<file path="src/rtl/fir_hp_pkg.sv">
package fir_hp_pkg;

  localparam int DW     = 24;  // sample width
  localparam int NTAP   = 7;   // odd tap count, symmetric response
  localparam int FRAC   = 7;   // coefficient fraction bits
  localparam int CDIG   = 10;  // signed-digit positions per coefficient

  localparam int HALF   = NTAP / 2;
  localparam int NPROD  = HALF + 1;  // folded pairs plus the centre tap

  // Outer taps first, centre tap last.
  localparam int COEF [NPROD] = '{-8, -20, -36, 128};

  function automatic int coef_abs_sum();
    int s;
    s = 0;
    for (int k = 0; k < NPROD; k++) begin
      int a;
      a = (COEF[k] < 0) ? -COEF[k] : COEF[k];
      s = (k < HALF) ? (s + a + a) : (s + a);
    end
    return s;
  endfunction

  localparam int GUARD  = $clog2(coef_abs_sum());
  localparam int AW     = DW + 1 + GUARD;
  localparam int LEAVES = 1 << $clog2(NPROD);
  localparam int LVL    = $clog2(LEAVES);
  localparam int LAT    = LVL + 3;

  // Canonical signed-digit recoding: digit (-1, 0, +1) at position pos.
  function automatic int csd_digit(int c, int pos);
    int x;
    int d;
    x = c;
    d = 0;
    for (int i = 0; i <= pos; i++) begin
      if ((x & 1) != 0) d = ((x & 3) == 1) ? 1 : -1;
      else              d = 0;
      x = (x - d) >>> 1;
    end
    return d;
  endfunction

  typedef logic signed [DW-1:0] sample_t;
  typedef logic signed [AW-1:0] acc_t;

endpackage

</file>
<file path="src/rtl/fir_hp_rca.sv">
module fir_hp_rca #(
  parameter int W = 8
) (
  input  logic [W-1:0] a,
  input  logic [W-1:0] b,
  input  logic         sub,
  output logic [W-1:0] s
);

  logic [W-1:0] bx;
  logic [W-1:0] cy;

  assign bx    = b ^ {W{sub}};
  assign cy[0] = sub;

  for (genvar i = 0; i < W; i++) begin : g_bit
    assign s[i] = a[i] ^ bx[i] ^ cy[i];
    if (i < W - 1) begin : g_cy
      assign cy[i+1] = (a[i] & bx[i]) | (cy[i] & (a[i] ^ bx[i]));
    end
  end

endmodule

</file>
<file path="src/rtl/fir_hp_csd_mult.sv">
module fir_hp_csd_mult
  import fir_hp_pkg::*;
#(
  parameter int IW   = DW + 1,
  parameter int OW   = AW,
  parameter int CF   = 1,
  parameter int NDIG = CDIG
) (
  input  logic signed [IW-1:0] x,
  output logic signed [OW-1:0] p
);

  logic signed [OW-1:0] xe;
  logic signed [OW-1:0] part [NDIG+1];

  assign xe      = {{(OW-IW){x[IW-1]}}, x};
  assign part[0] = '0;

  for (genvar j = 0; j < NDIG; j++) begin : g_dig
    localparam int D = csd_digit(CF, j);
    if (D == 0) begin : g_skip
      assign part[j+1] = part[j];
    end else begin : g_term
      fir_hp_rca #(.W(OW)) u_term (
        .a   (part[j]),
        .b   (xe <<< j),
        .sub (D < 0),
        .s   (part[j+1])
      );
    end
  end

  assign p = part[NDIG];

endmodule

</file>
<file path="src/rtl/fir_hp_tree.sv">
module fir_hp_tree
  import fir_hp_pkg::*;
#(
  parameter int W      = AW,
  parameter int N_LEAF = LEAVES,
  parameter int DEPTH  = LVL
) (
  input  logic                clk,
  input  logic                rst_n,
  input  logic [DEPTH-1:0]    lvl_en,
  input  logic signed [W-1:0] leaf [N_LEAF],
  output logic signed [W-1:0] root
);

  logic signed [W-1:0] node [DEPTH+1][N_LEAF];

  for (genvar i = 0; i < N_LEAF; i++) begin : g_in
    assign node[0][i] = leaf[i];
  end

  for (genvar l = 1; l <= DEPTH; l++) begin : g_lvl
    for (genvar i = 0; i < N_LEAF; i++) begin : g_node
      if (i < (N_LEAF >> l)) begin : g_add
        logic signed [W-1:0] sum_w;
        logic signed [W-1:0] sum_d;
        logic signed [W-1:0] sum_q;

        fir_hp_rca #(.W(W)) u_add (
          .a   (node[l-1][2*i]),
          .b   (node[l-1][2*i+1]),
          .sub (1'b0),
          .s   (sum_w)
        );

        always_comb sum_d = lvl_en[l-1] ? sum_w : sum_q;

        always_ff @(posedge clk or negedge rst_n) begin
          if (!rst_n) sum_q <= '0;
          else        sum_q <= sum_d;
        end

        assign node[l][i] = sum_q;
      end else begin : g_pad
        assign node[l][i] = '0;
      end
    end
  end

  assign root = node[DEPTH][0];

endmodule

</file>
<file path="src/rtl/fir_hp_top.sv">
module fir_hp_top
  import fir_hp_pkg::*;
(
  input  logic          clk,
  input  logic          rst_n,
  input  logic          in_valid,
  input  logic [DW-1:0] in_sample,
  output logic          out_valid,
  output logic [DW-1:0] out_sample
);

  localparam int PW = DW + 1;

  // valid shift chain: bit s marks a sample s+1 register stages deep
  logic [LAT:0] vld_q, vld_d;

  always_comb vld_d = {vld_q[LAT-1:0], in_valid};

  always_ff @(posedge clk or negedge rst_n) begin
    if (!rst_n) vld_q <= '0;
    else        vld_q <= vld_d;
  end

  // tap delay line, advanced only by accepted samples
  sample_t tap_q [NTAP];
  sample_t tap_d [NTAP];

  always_comb begin
    for (int k = 0; k < NTAP; k++) tap_d[k] = tap_q[k];
    if (in_valid) begin
      tap_d[0] = in_sample;
      for (int k = 1; k < NTAP; k++) tap_d[k] = tap_q[k-1];
    end
  end

  always_ff @(posedge clk or negedge rst_n) begin
    if (!rst_n) begin
      for (int k = 0; k < NTAP; k++) tap_q[k] <= '0;
    end else begin
      tap_q <= tap_d;
    end
  end

  // stage 1: fold mirrored taps
  logic signed [PW-1:0] pre_w [NPROD];
  logic signed [PW-1:0] pre_d [NPROD];
  logic signed [PW-1:0] pre_q [NPROD];

  for (genvar k = 0; k < HALF; k++) begin : g_fold
    fir_hp_rca #(.W(PW)) u_fold (
      .a   ({tap_q[k][DW-1], tap_q[k]}),
      .b   ({tap_q[NTAP-1-k][DW-1], tap_q[NTAP-1-k]}),
      .sub (1'b0),
      .s   (pre_w[k])
    );
  end
  assign pre_w[HALF] = {tap_q[HALF][DW-1], tap_q[HALF]};

  always_comb begin
    for (int k = 0; k < NPROD; k++) pre_d[k] = vld_q[0] ? pre_w[k] : pre_q[k];
  end

  always_ff @(posedge clk or negedge rst_n) begin
    if (!rst_n) begin
      for (int k = 0; k < NPROD; k++) pre_q[k] <= '0;
    end else begin
      pre_q <= pre_d;
    end
  end

  // stage 2: signed-digit shift-add products
  acc_t prod_w [NPROD];
  acc_t prod_d [NPROD];
  acc_t prod_q [NPROD];

  for (genvar k = 0; k < NPROD; k++) begin : g_prod
    fir_hp_csd_mult #(
      .IW   (PW),
      .OW   (AW),
      .CF   (COEF[k]),
      .NDIG (CDIG)
    ) u_mult (
      .x (pre_q[k]),
      .p (prod_w[k])
    );
  end

  always_comb begin
    for (int k = 0; k < NPROD; k++) prod_d[k] = vld_q[1] ? prod_w[k] : prod_q[k];
  end

  always_ff @(posedge clk or negedge rst_n) begin
    if (!rst_n) begin
      for (int k = 0; k < NPROD; k++) prod_q[k] <= '0;
    end else begin
      prod_q <= prod_d;
    end
  end

  // stages 3..: balanced registered adder tree
  acc_t leaf [LEAVES];
  acc_t root_sum;

  for (genvar i = 0; i < LEAVES; i++) begin : g_leaf
    if (i < NPROD) begin : g_used
      assign leaf[i] = prod_q[i];
    end else begin : g_zero
      assign leaf[i] = '0;
    end
  end

  fir_hp_tree #(
    .W      (AW),
    .N_LEAF (LEAVES),
    .DEPTH  (LVL)
  ) u_tree (
    .clk    (clk),
    .rst_n  (rst_n),
    .lvl_en (vld_q[LVL+1:2]),
    .leaf   (leaf),
    .root   (root_sum)
  );

  // final stage: scale down and saturate
  acc_t                scaled;
  logic                ovf;
  logic [DW-1:0]       res;
  logic [DW-1:0]       out_d, out_q;

  assign scaled = root_sum >>> FRAC;
  assign ovf    = ~((&scaled[AW-1:DW-1]) | ~(|scaled[AW-1:DW-1]));

  always_comb begin
    if (ovf) res = scaled[AW-1] ? {1'b1, {(DW-1){1'b0}}} : {1'b0, {(DW-1){1'b1}}};
    else     res = scaled[DW-1:0];
    out_d = vld_q[LAT-1] ? res : out_q;
  end

  always_ff @(posedge clk or negedge rst_n) begin
    if (!rst_n) out_q <= '0;
    else        out_q <= out_d;
  end

  assign out_sample = out_q;
  assign out_valid  = vld_q[LAT];

endmodule

</file>
<file path="config.mk">
export PLATFORM = sky130hd
export DESIGN_NAME = fir_hp_top
export DESIGN_NICKNAME = d
export VERILOG_FILES = /design/src/rtl/fir_hp_pkg.sv /design/src/rtl/fir_hp_rca.sv /design/src/rtl/fir_hp_csd_mult.sv /design/src/rtl/fir_hp_tree.sv /design/src/rtl/fir_hp_top.sv
export SDC_FILE = /design/constraint.sdc
export NUM_CORES = 1
export LEC_CHECK = 0
export BUFFER_PORTS_ARGS = -buffer_cell sky130_fd_sc_hd__buf_2
export CAP_MARGIN = 20
export CORE_MARGIN = 4
export CORE_UTILIZATION = 55
export CTS_CLUSTER_DIAMETER = 30
export DETAILED_ROUTE_END_ITERATION = 6
export PLACE_DENSITY = 0.74
export SYNTH_ARGS = -nofsm -noshare
export SYNTH_HDL_FRONTEND = slang
export SYNTH_SLANG_ARGS = --single-unit
</file>
<file path="constraint.sdc">
create_clock -name clk -period 13.2 [get_ports clk]
set_input_delay 1.98 -clock clk [delete_from_list [all_inputs] [get_ports clk]]
set_output_delay 1.98 -clock clk [all_outputs]
set_load 0.01 [all_outputs]
</file>
======== Yosys cells after proc, flatten, opt, wreduce, memory -nomap -nowiden ========
Cells that the tools add are included.
W data, S select, Z words.
operators by class
  add/subtract/negate cells ............... 0
  multipliers ............................. 0
  divide/modulo/power cells ............... 0
  magnitude comparators ................... 0
  eq/ne operators ......................... 0
  shifts and indexed selects .............. 0
  multiplexer cells ....................... 2
  bitwise gates (word level) .............. 1,317
  reductions and logical operators ........ 2
operator list
  cell               count
  $xor A1 B1 Y1      551
  $and A1 B1 Y1      535
  $or A1 B1 Y1       220
  $not A33 Y33       5
  $mux W24           2
  $not A1 Y1         6
  $reduce_and A3 Y1  1
  $reduce_or A3 Y1   1
storage, ports and cells
  register bits after elaboration ......... 519
  latch bits .............................. 0
  memory bits (writable) .................. 0
  memory bits (read-only) ................. 0
  input port bits ......................... 27
  output and inout bits ................... 25
  word-level logic and storage cells ...... 1,341
  memories kept ........................... 0

======== Logic depth before layout (Yosys ltp) ========
Gate-level depths: netlist (run 1).
  word-level depth ........................ 67
  depth in mapped cells ................... 34
  gate-level depth less buffers ........... 34

======== Modules after synthesis ========
From an unflattened synthesis (run 1), not the netlist that was laid out.
unflattened totals
  cells, all modules ...................... 2,698
  area total of the unflattened synthesis .. 34,733.3 um^2
by module, submodules not included
  module                                                    instances  cells each  area each (um^2)  seq. area each (um^2)
  fir_hp_top                                                1          984         16,967.5          10,735.3
  fir_hp_rca (g_prod[0].u_mult.g_dig[3].g_term.u_term ...)  9          133         1,233.7           0.0
  fir_hp_tree                                               1          210         3,851.2           2,477.4
  fir_hp_rca (g_fold[0].u_fold ...)                         3          100         928.4             0.0
  fir_hp_csd_mult (g_prod[0].u_mult ...)                    3          2           7.5               0.0
  fir_hp_csd_mult (g_prod[3].u_mult)                        1          1           3.8               0.0

======== Least setup slack after synthesis (run 1) ========
Ideal clock, no wire load.
  kind .................................... reg-to-reg
  from .................................... reg u_tree.g_lvl[1].g_node[1].g_add.sum_q[3]
  to ...................................... reg u_tree.g_lvl[2].g_node[0].g_add.sum_q[32], in the netlist u_tree.root[32]
  library setup time ...................... 125 ps
  data arrival time ....................... 12,674 ps
  required time ........................... 13,075 ps
  setup slack ............................. 402 ps
  stages on the path, launching flop included .. 35
  path buffers ............................ 0
  clock period less this slack ............ 12,798 ps
  path through ............................ dfrtp_1 ha_1 a31o_2 a21oi_1 o21ai_0 fa_1 fa_1 fa_1 fa_1 fa_1 fa_1 fa_1 fa_1 fa_1 inv_1 fa_1 inv_1 fa_1 fa_1 fa_1 fa_1 fa_1 fa_1 fa_1 fa_1 fa_1 fa_1 fa_1 fa_1 fa_1 fa_1 fa_1 xnor2_1 xnor2_1 mux2_2
on the way
  cells in the longest elaborated chain, start to end .. 60
  elaborated cells on any way between the ends .. 61
  classes of those cells .................. bitwise (61)
ends and longest elaborated chain
  item                    RTL line           text
  start, declared         fir_hp_tree.sv:26  logic signed [W-1:0] sum_q;
  start signal, assigned  fir_hp_tree.sv:39  else sum_q <= sum_d;
  $xor A1 B1 Y1           fir_hp_rca.sv:19   assign cy[i+1] = (a[i] & bx[i]) | (cy[i] & (a[i] ^ bx[i]));
  $and A1 B1 Y1           fir_hp_rca.sv:19
  $or A1 B1 Y1 (*)        fir_hp_rca.sv:19
  $and A1 B1 Y1 (*)       fir_hp_rca.sv:19
  $or A1 B1 Y1 (*)        fir_hp_rca.sv:19
  $and A1 B1 Y1 (*)       fir_hp_rca.sv:19
  $or A1 B1 Y1 (*)        fir_hp_rca.sv:19
  $and A1 B1 Y1 (*)       fir_hp_rca.sv:19
  [... 44 more ...]       n/a
  $or A1 B1 Y1 (*)        fir_hp_rca.sv:19
  $and A1 B1 Y1 (*)       fir_hp_rca.sv:19
  $or A1 B1 Y1 (*)        fir_hp_rca.sv:19
  $and A1 B1 Y1 (*)       fir_hp_rca.sv:19
  $or A1 B1 Y1 (*)        fir_hp_rca.sv:19
  $and A1 B1 Y1 (*)       fir_hp_rca.sv:19
  $or A1 B1 Y1 (*)        fir_hp_rca.sv:19
  $xor A1 B1 Y1 (*)       fir_hp_rca.sv:17   assign s[i] = a[i] ^ bx[i] ^ cy[i];
  end signal, assigned    fir_hp_tree.sv:39
  end, declared           fir_hp_tree.sv:26
Every way passes the cells marked *; elsewhere a longest branch is shown, timed or not.
A chain may end at the register's enable or synchronous reset.

======== Worst setup path after layout (run 1) ========
Same ends and word-level chain as after synthesis.

==> results of run 1 <==
## metal layers
metal  track usage  wire, um  up-vias
met5             0         0        -
met4        0.0585       638        0
met3        0.0409      1770       46
met2         0.290     19800      213
met1         0.308     21900     6433
li1              -         -     5614
## logic make-up (layout without fill, tap and decap cells)
kind of cell               after synthesis  count (layout)  share of synthesized area
AOI/OAI and AO/OA                      130             130                     0.0290
xor gates and xnor gates                 8               8                    0.00291
adders and majority gates              280             280                      0.207
buffers and inverters                  216             399                     0.0411
DFF                                    497             497                      0.517
muxes                                  369             369                      0.184
and+or+nand+nor                        119             119                     0.0186
## worst min-delay path by stage
stage,start,to,slack (ps),cells past startpoint
after floorplan,vld_q[0]$_DFF_PN0_,vld_q[1]$_DFF_PN0_,350,0
after global placement,tap_q[145]$_DFFE_PN0P_,tap_q[121]$_DFFE_PN0P_,480,2
after detailed placement,tap_q[121]$_DFFE_PN0P_,tap_q[97]$_DFFE_PN0P_,460,2
after CTS,tap_q[121]$_DFFE_PN0P_,tap_q[97]$_DFFE_PN0P_,480,2
after global routing,out_sample[23]$_DFFE_PN0P_,out_sample[23]$_DFFE_PN0P_,510,1
final,tap_q[121]$_DFFE_PN0P_,tap_q[97]$_DFFE_PN0P_,480,2
## sequential cells by signal, summed over array words and instances (netlist names)
name / cells
tap_q: 144
u_tree.g_lvl.g_node.g_add.sum_q: 62
leaf: 112
pre_q: 99
out_sample: 24
u_tree.root: 26
pre_w: 24
vld_q: 6
## placed cells by master, fill, tap and decap left out, types with 2 or more instances in the layout
| cell | instances |
|---|---|
| inv_6 | 3 |
| clkbuf_1 | 10 |
| o211ai_1 | 2 |
| fa_2 | 9 |
| clkbuf_16 | 105 |
| clkinv_4 | 6 |
| o21ai_0 | 93 |
| dfrtp_4 | 2 |
| inv_1 | 147 |
| clkinvlp_4 | 16 |
| fa_1 | 186 |
| mux2_2 | 285 |
| mux2_4 | 76 |
| o22ai_1 | 23 |
| nand2_1 | 90 |
| clkinv_2 | 18 |
| clkbuf_8 | 16 |
| clkinv_8 | 2 |
| dfrtp_1 | 494 |
| buf_4 | 8 |
| ha_1 | 85 |
| mux2i_1 | 8 |
| bufinv_16 | 16 |
| nor2_1 | 29 |
| buf_2 | 49 |
| xnor2_1 | 8 |
| a21oi_1 | 8 |
## worst min-delay path: stages (launching register included)
cell and delay (ps):
dfrtp_1 330, nand2_1 50, o21ai_0 60
## through the flow
step / area (um2) / std cells / setup TNS, ps / utilization / hold slack (ps)
3_3_place_gp: 24700 / 2195 / 0 / 0.572 / 479
2_1_floorplan: 24000 / 1619 / 0 / - / 349
3_5_place_dp: 24700 / 2195 / -91.8 / 0.572 / 464
6_report: 28400 / 2387 / 0 / 0.658 / 478
5_1_grt: 28400 / 2387 / 0 / 0.658 / 511
4_1_cts: 28400 / 2386 / 0 / 0.657 / 475
## report_power, final
group / internal [mW] / switching [mW] / leakage [nW]
Combinational: 1.38 / 1.27 / 5.23
Clock: 1.84 / 0.823 / 1.76
Sequential: 2.14 / 0.442 / 5.88
## final cells by class
cell class                 instances  area [um2]  area share
clock buffer                     130        2870       0.101
inverter                         147         552      0.0194
clock inverter                    61         802      0.0282
timing repair buffer              61         382      0.0134
tap                              585         732      0.0258
sequential                       497       12400       0.438
multi-input combinational        906       10600       0.374
==> metrics.yaml, run 1 <==
p_leak_nw: 12.9
syn_inst: 1619
setup_viol: 0
yosysTopAreaCell: "dfrtp_1"
synth_area_per_cell_um2: 14.8
clock_sinks: 497
slew_headroom: 0.286
finalCriticalPeriod_ps: 12630
drt_wl_total_um: 44100
criticalPathCategory: "reg2reg"
power_mw: 7.91
via_per_inst: 5.16
overflow: 0
die-area_mm2: 0.0471
synth_ff_type: "dfrtp_1"
synth.distinct_cells: 21
cts_max_path_buffers: 3
io_buffers: 51
finClkSkew_ps: 18.7
synth_top_area_share: 0.517
hold_class: "reg2reg"
grt_max_degree: 167
async_flop_share: 1.00
grt_pass1_vias: 13800
vdd.ir_drop.worst_mv: 0.155
crit_fanout: 2
layout.nets: 2022
grt_first_pass_wirelength_um: 75400
ys_seq_elements: 497
drcViolationCount: 0
numCtsBuffers: 102
rrSetupSlack_ps: 570
diodes: 0
syn_nets: 1926
path_delay_family: "adder cells"
ant_nets: 0
yosysMostFrequentCell: "dfrtp_1"
synthToLayoutAreaGrowth_pct: 18.2
reg2regPathDepth: 34
crit_start: "u_tree.g_lvl[1].g_node[1].g_add.sum_q[3]$_DFFE_PN0P_"
crit_arrival_ps: 13120
path_buf_inv: 2
first_iter_violations: 889
die_h_um: 217
dpl.hpwl_um: 28800
row_count: 76
rsz0062_at_grt: "false"
ctsResizeCount: 2
hold_violations: 0
fin_ws_ps: 572
crit_top_cell: "fa_1"
critPathMaxStageDelay_ps: 470
synth-edff-count: 0
clkTransAtPathRegs_ps: 50
coreArea_mm2: 0.0432
dp_slack_ps: -91.8
crit-reg2reg-capture: "u_tree.root[32]$_DFFE_PN0P_"
clockRootBuffer: "clkbuf_16"
critPathLaunchType: "flop"
yosys_warnings: 0
maxSlewViolCount: 0
cp-end-kind: "flop"
status: "complete, no violations"
fill_cells: 2942
pin_count: 52
cts_setup_buffers: 0
cts_hold_buf: 0
max_freq_mhz: 79.2
netlist_area_mm2: 0.0240
fin_crit_sh: 0.957
p_per_area_mw_per_mm2: 278
drv_cap: 0
htreeDepth: 3
antenna_found_initial: 0
r2r-start: "u_tree.g_lvl[1].g_node[1].g_add.sum_q[3]$_DFFE_PN0P_"
drive_above_1_share: 0.343
start_util: 0.557
wl_per_cell_um: 18.5
vias: 12300
globalplace.congestion: 0.772
die-width_um: 217
worstMarginPinSlew_ps: 1070
cp.depth: 34
synth_seq_area_share: 0.517
cp_slowest_cell: "fa_1"
worstSetupEndpoint: "u_tree.root[32]$_DFFE_PN0P_"
synth.area.top_cells: "dfrtp_1 52%, fa_1 16%, mux2_2 13%"
synthTopCellsByCount: "497 x dfrtp_1, 285 x mux2_2, 195 x fa_1"
drt_pass1_iterations: 5
grt_use_total: 0.199
required_ps: 13690
cts_tree: "done"
clk_latency_ps: 620
(Power assumes the default switching activity.)
==> inputs of run 2 (changes only) <==
- CELL_PAD_IN_SITES_DETAIL_PLACEMENT: default -> 1
- CELL_PAD_IN_SITES_GLOBAL_PLACEMENT: default -> 1
- CORE_UTILIZATION: 55 -> 48
- PLACE_DENSITY: 0.74 -> default
- PLACE_DENSITY_LB_ADDON: default -> 0.1
==> run 2 against run 1 <==
  * Register-to-register slack worse by 50 ps
  * Die area rose by 14%
  * Final area rose by 2.2%
  * Count of clock-buffer cells in the layout increased by 18
  * Largest power group unchanged
  * Highest routed layer unchanged
==> metrics.yaml, run 2 (synthesis results as in run 1) <==
status: "complete, no violations"
crit_top_cell: "fa_1"
grt_max_degree: 183
min_from: "tap_q[97]$_DFFE_PN0P_"
htreeDepth: 3
wl_met1_um: 24900
grt_first_pass_wirelength_um: 83100
regMostFlops: "tap_q"
final_cell_mix: "494 x dfrtp_1, 285 x mux2_2, 186 x fa_1, 147 x inv_1, 118 x clkbuf_16"
top_layer_used: "met4"
min_to: "pre_w[1]$_DFFE_PN0P_"
vdd.ir_drop.worst_mv: 0.148
combPwrFrac: 0.324
maxSlewViolCount: 0
path_delay_family: "adder cells"
start_util: 0.488
wl_met2_um: 21600
drcViolationCount: 0
drt_pass1_iterations: 4
first_iter_violations: 688
hold_violations: 0
ant_nets: 0
slew_headroom: 0.279
pin_count: 52
cp_slowest_cell: "fa_1"
rrSetupSlack_ps: 520
synthToLayoutAreaGrowth_pct: 20.9
holdPathStages: 1
pwr-share-clk: 0.364
dp_slack_ps: -75.4
fin_util: 0.590
cts_setup_buffers: 0
io_buffers: 51
final_cells: 2491
fin_ws_ps: 518
layout.nets: 2035
wl_met3_um: 1740
cts_max_path_buffers: 3
drt_wl_total_um: 49100
cts_tree: "done"
p_leak_nw: 13.1
largest_register_ffs: 144
row_count: 81
grt_pass1_vias: 14800
globalplace.congestion: 0.728
path_buf_inv: 2
fill_cells: 4585
criticalPathCategory: "reg2reg"
crit_arrival_ps: 13190
overflow: 0
crit-reg2reg-capture: "u_tree.root[32]$_DFFE_PN0P_"
clkTransAtPathRegs_ps: 50
fin_crit_sh: 0.961
drive_above_1_share: 0.349
power.switching_mw: 2.67
cp-end-kind: "flop"
critPathMaxStageDelay_ps: 480
diodes: 0
clk_latency_ps: 660
clockRootBuffer: "clkbuf_16"
sw_frac_of_total: 0.320
clock_sinks: 497
die-width_um: 232
setup_viol: 0
grt_use_total: 0.195
final_common_cell: "dfrtp_1"
drv_cap: 0
via_per_inst: 5.04
place_inst: 2273
required_ps: 13710
finClkSkew_ps: 34.1
antenna_found_initial: 1
die-area_mm2: 0.0537
rsz0062_at_grt: "false"
reg2regPathDepth: 34
seq_power_share: 0.312
worstMarginPinSlew_ps: 1080
p_per_area_mw_per_mm2: 287
p_int_mw: 5.68
hold_class: "reg2reg"
coreArea_mm2: 0.0493
dpl.hpwl_um: 32600
crit_fanout: 2
vias: 12600
wl_per_cell_um: 19.7
die_h_um: 232
max_freq_mhz: 78.9
totalNegativeSetupSlack_ps: 0
cts_hold_buf: 0
r2r-start: "u_tree.g_lvl[1].g_node[1].g_add.sum_q[3]$_DFFE_PN0P_"
power_mw: 8.35
numCtsBuffers: 116
critPathLaunchType: "flop"
finalCriticalPeriod_ps: 12680
-- run 2: changes by cell type in the layout (fill, tap and decap cells not counted) --
cell and delta:
clkbuf_16 +13, bufinv_16 +7, clkbuf_1 +6, clkinv_2 +5
clkinv_4 -2, clkinvlp_4 -2, buf_4 -1, clkbuf_8 -1
clkinv_8 +1, inv_6 -1
-- run 2: how the worst max path moves through the flow --
stage                                                    startpoint                     endpoint  slack, ps  cells past startpoint
2_1_floorplan  u_tree.g_lvl[1].g_node[1].g_add.sum_q[3]$_DFFE_PN0P_  u_tree.root[32]$_DFFE_PN0P_        400                     34
3_3_place_gp   u_tree.g_lvl[1].g_node[1].g_add.sum_q[3]$_DFFE_PN0P_  u_tree.root[32]$_DFFE_PN0P_        -50                     34
3_5_place_dp   u_tree.g_lvl[1].g_node[1].g_add.sum_q[3]$_DFFE_PN0P_  u_tree.root[32]$_DFFE_PN0P_        -80                     34
4_1_cts        u_tree.g_lvl[1].g_node[1].g_add.sum_q[3]$_DFFE_PN0P_  u_tree.root[32]$_DFFE_PN0P_         20                     34
5_1_grt        u_tree.g_lvl[1].g_node[1].g_add.sum_q[3]$_DFFE_PN0P_  u_tree.root[32]$_DFFE_PN0P_         40                     34
6_report       u_tree.g_lvl[1].g_node[1].g_add.sum_q[3]$_DFFE_PN0P_  u_tree.root[32]$_DFFE_PN0P_        520                     34
-- run 2: area by class of cell --
cell class | count | area [um2] | share of cell area
clock inverter | 69 | 1010 | 0.0348
timing repair buffer | 60 | 374 | 0.0129
tap | 664 | 831 | 0.0286
clock buffer | 148 | 3210 | 0.110
multi-input combinational | 906 | 10600 | 0.366
inverter | 147 | 552 | 0.0190
sequential | 497 | 12400 | 0.428
-- run 2: power by group through the flow --
stage | Clock [mW] | Sequential [mW] | Combinational [mW]
4_1_cts | 3.10 | 2.62 | 2.75
5_1_grt | 3.19 | 2.69 | 3.11
2_1_floorplan | 0 | 2.48 | 1.77
3_3_place_gp | 0 | 2.59 | 2.58
3_5_place_dp | 0 | 2.63 | 2.66
6_report | 3.04 | 2.60 | 2.71
-- run 2: metrics by stage --
step           cell area (um2)  hold WS (ps)
2_1_floorplan            24000           349
3_3_place_gp             24800           473
3_5_place_dp             24800           478
4_1_cts                  29000           498
5_1_grt                  29100           514
6_report                 29100           497
-- run 2: what timing repair did --
| item | CTS | global route |
|---|---|---|
| endpoints found under the setup margin | 1 | 2 |
| hold endpoints to repair | 0 | 0 |
| resized for setup | 3 | 7 |
-- run 2: layer usage --
layer | vias to the layer above | track usage
met1 | 6660 | 0.302
met5 | - | 0
met4 | 0 | 0.0551
met2 | 177 | 0.283
li1 | 5639 | -
met3 | 86 | 0.0374
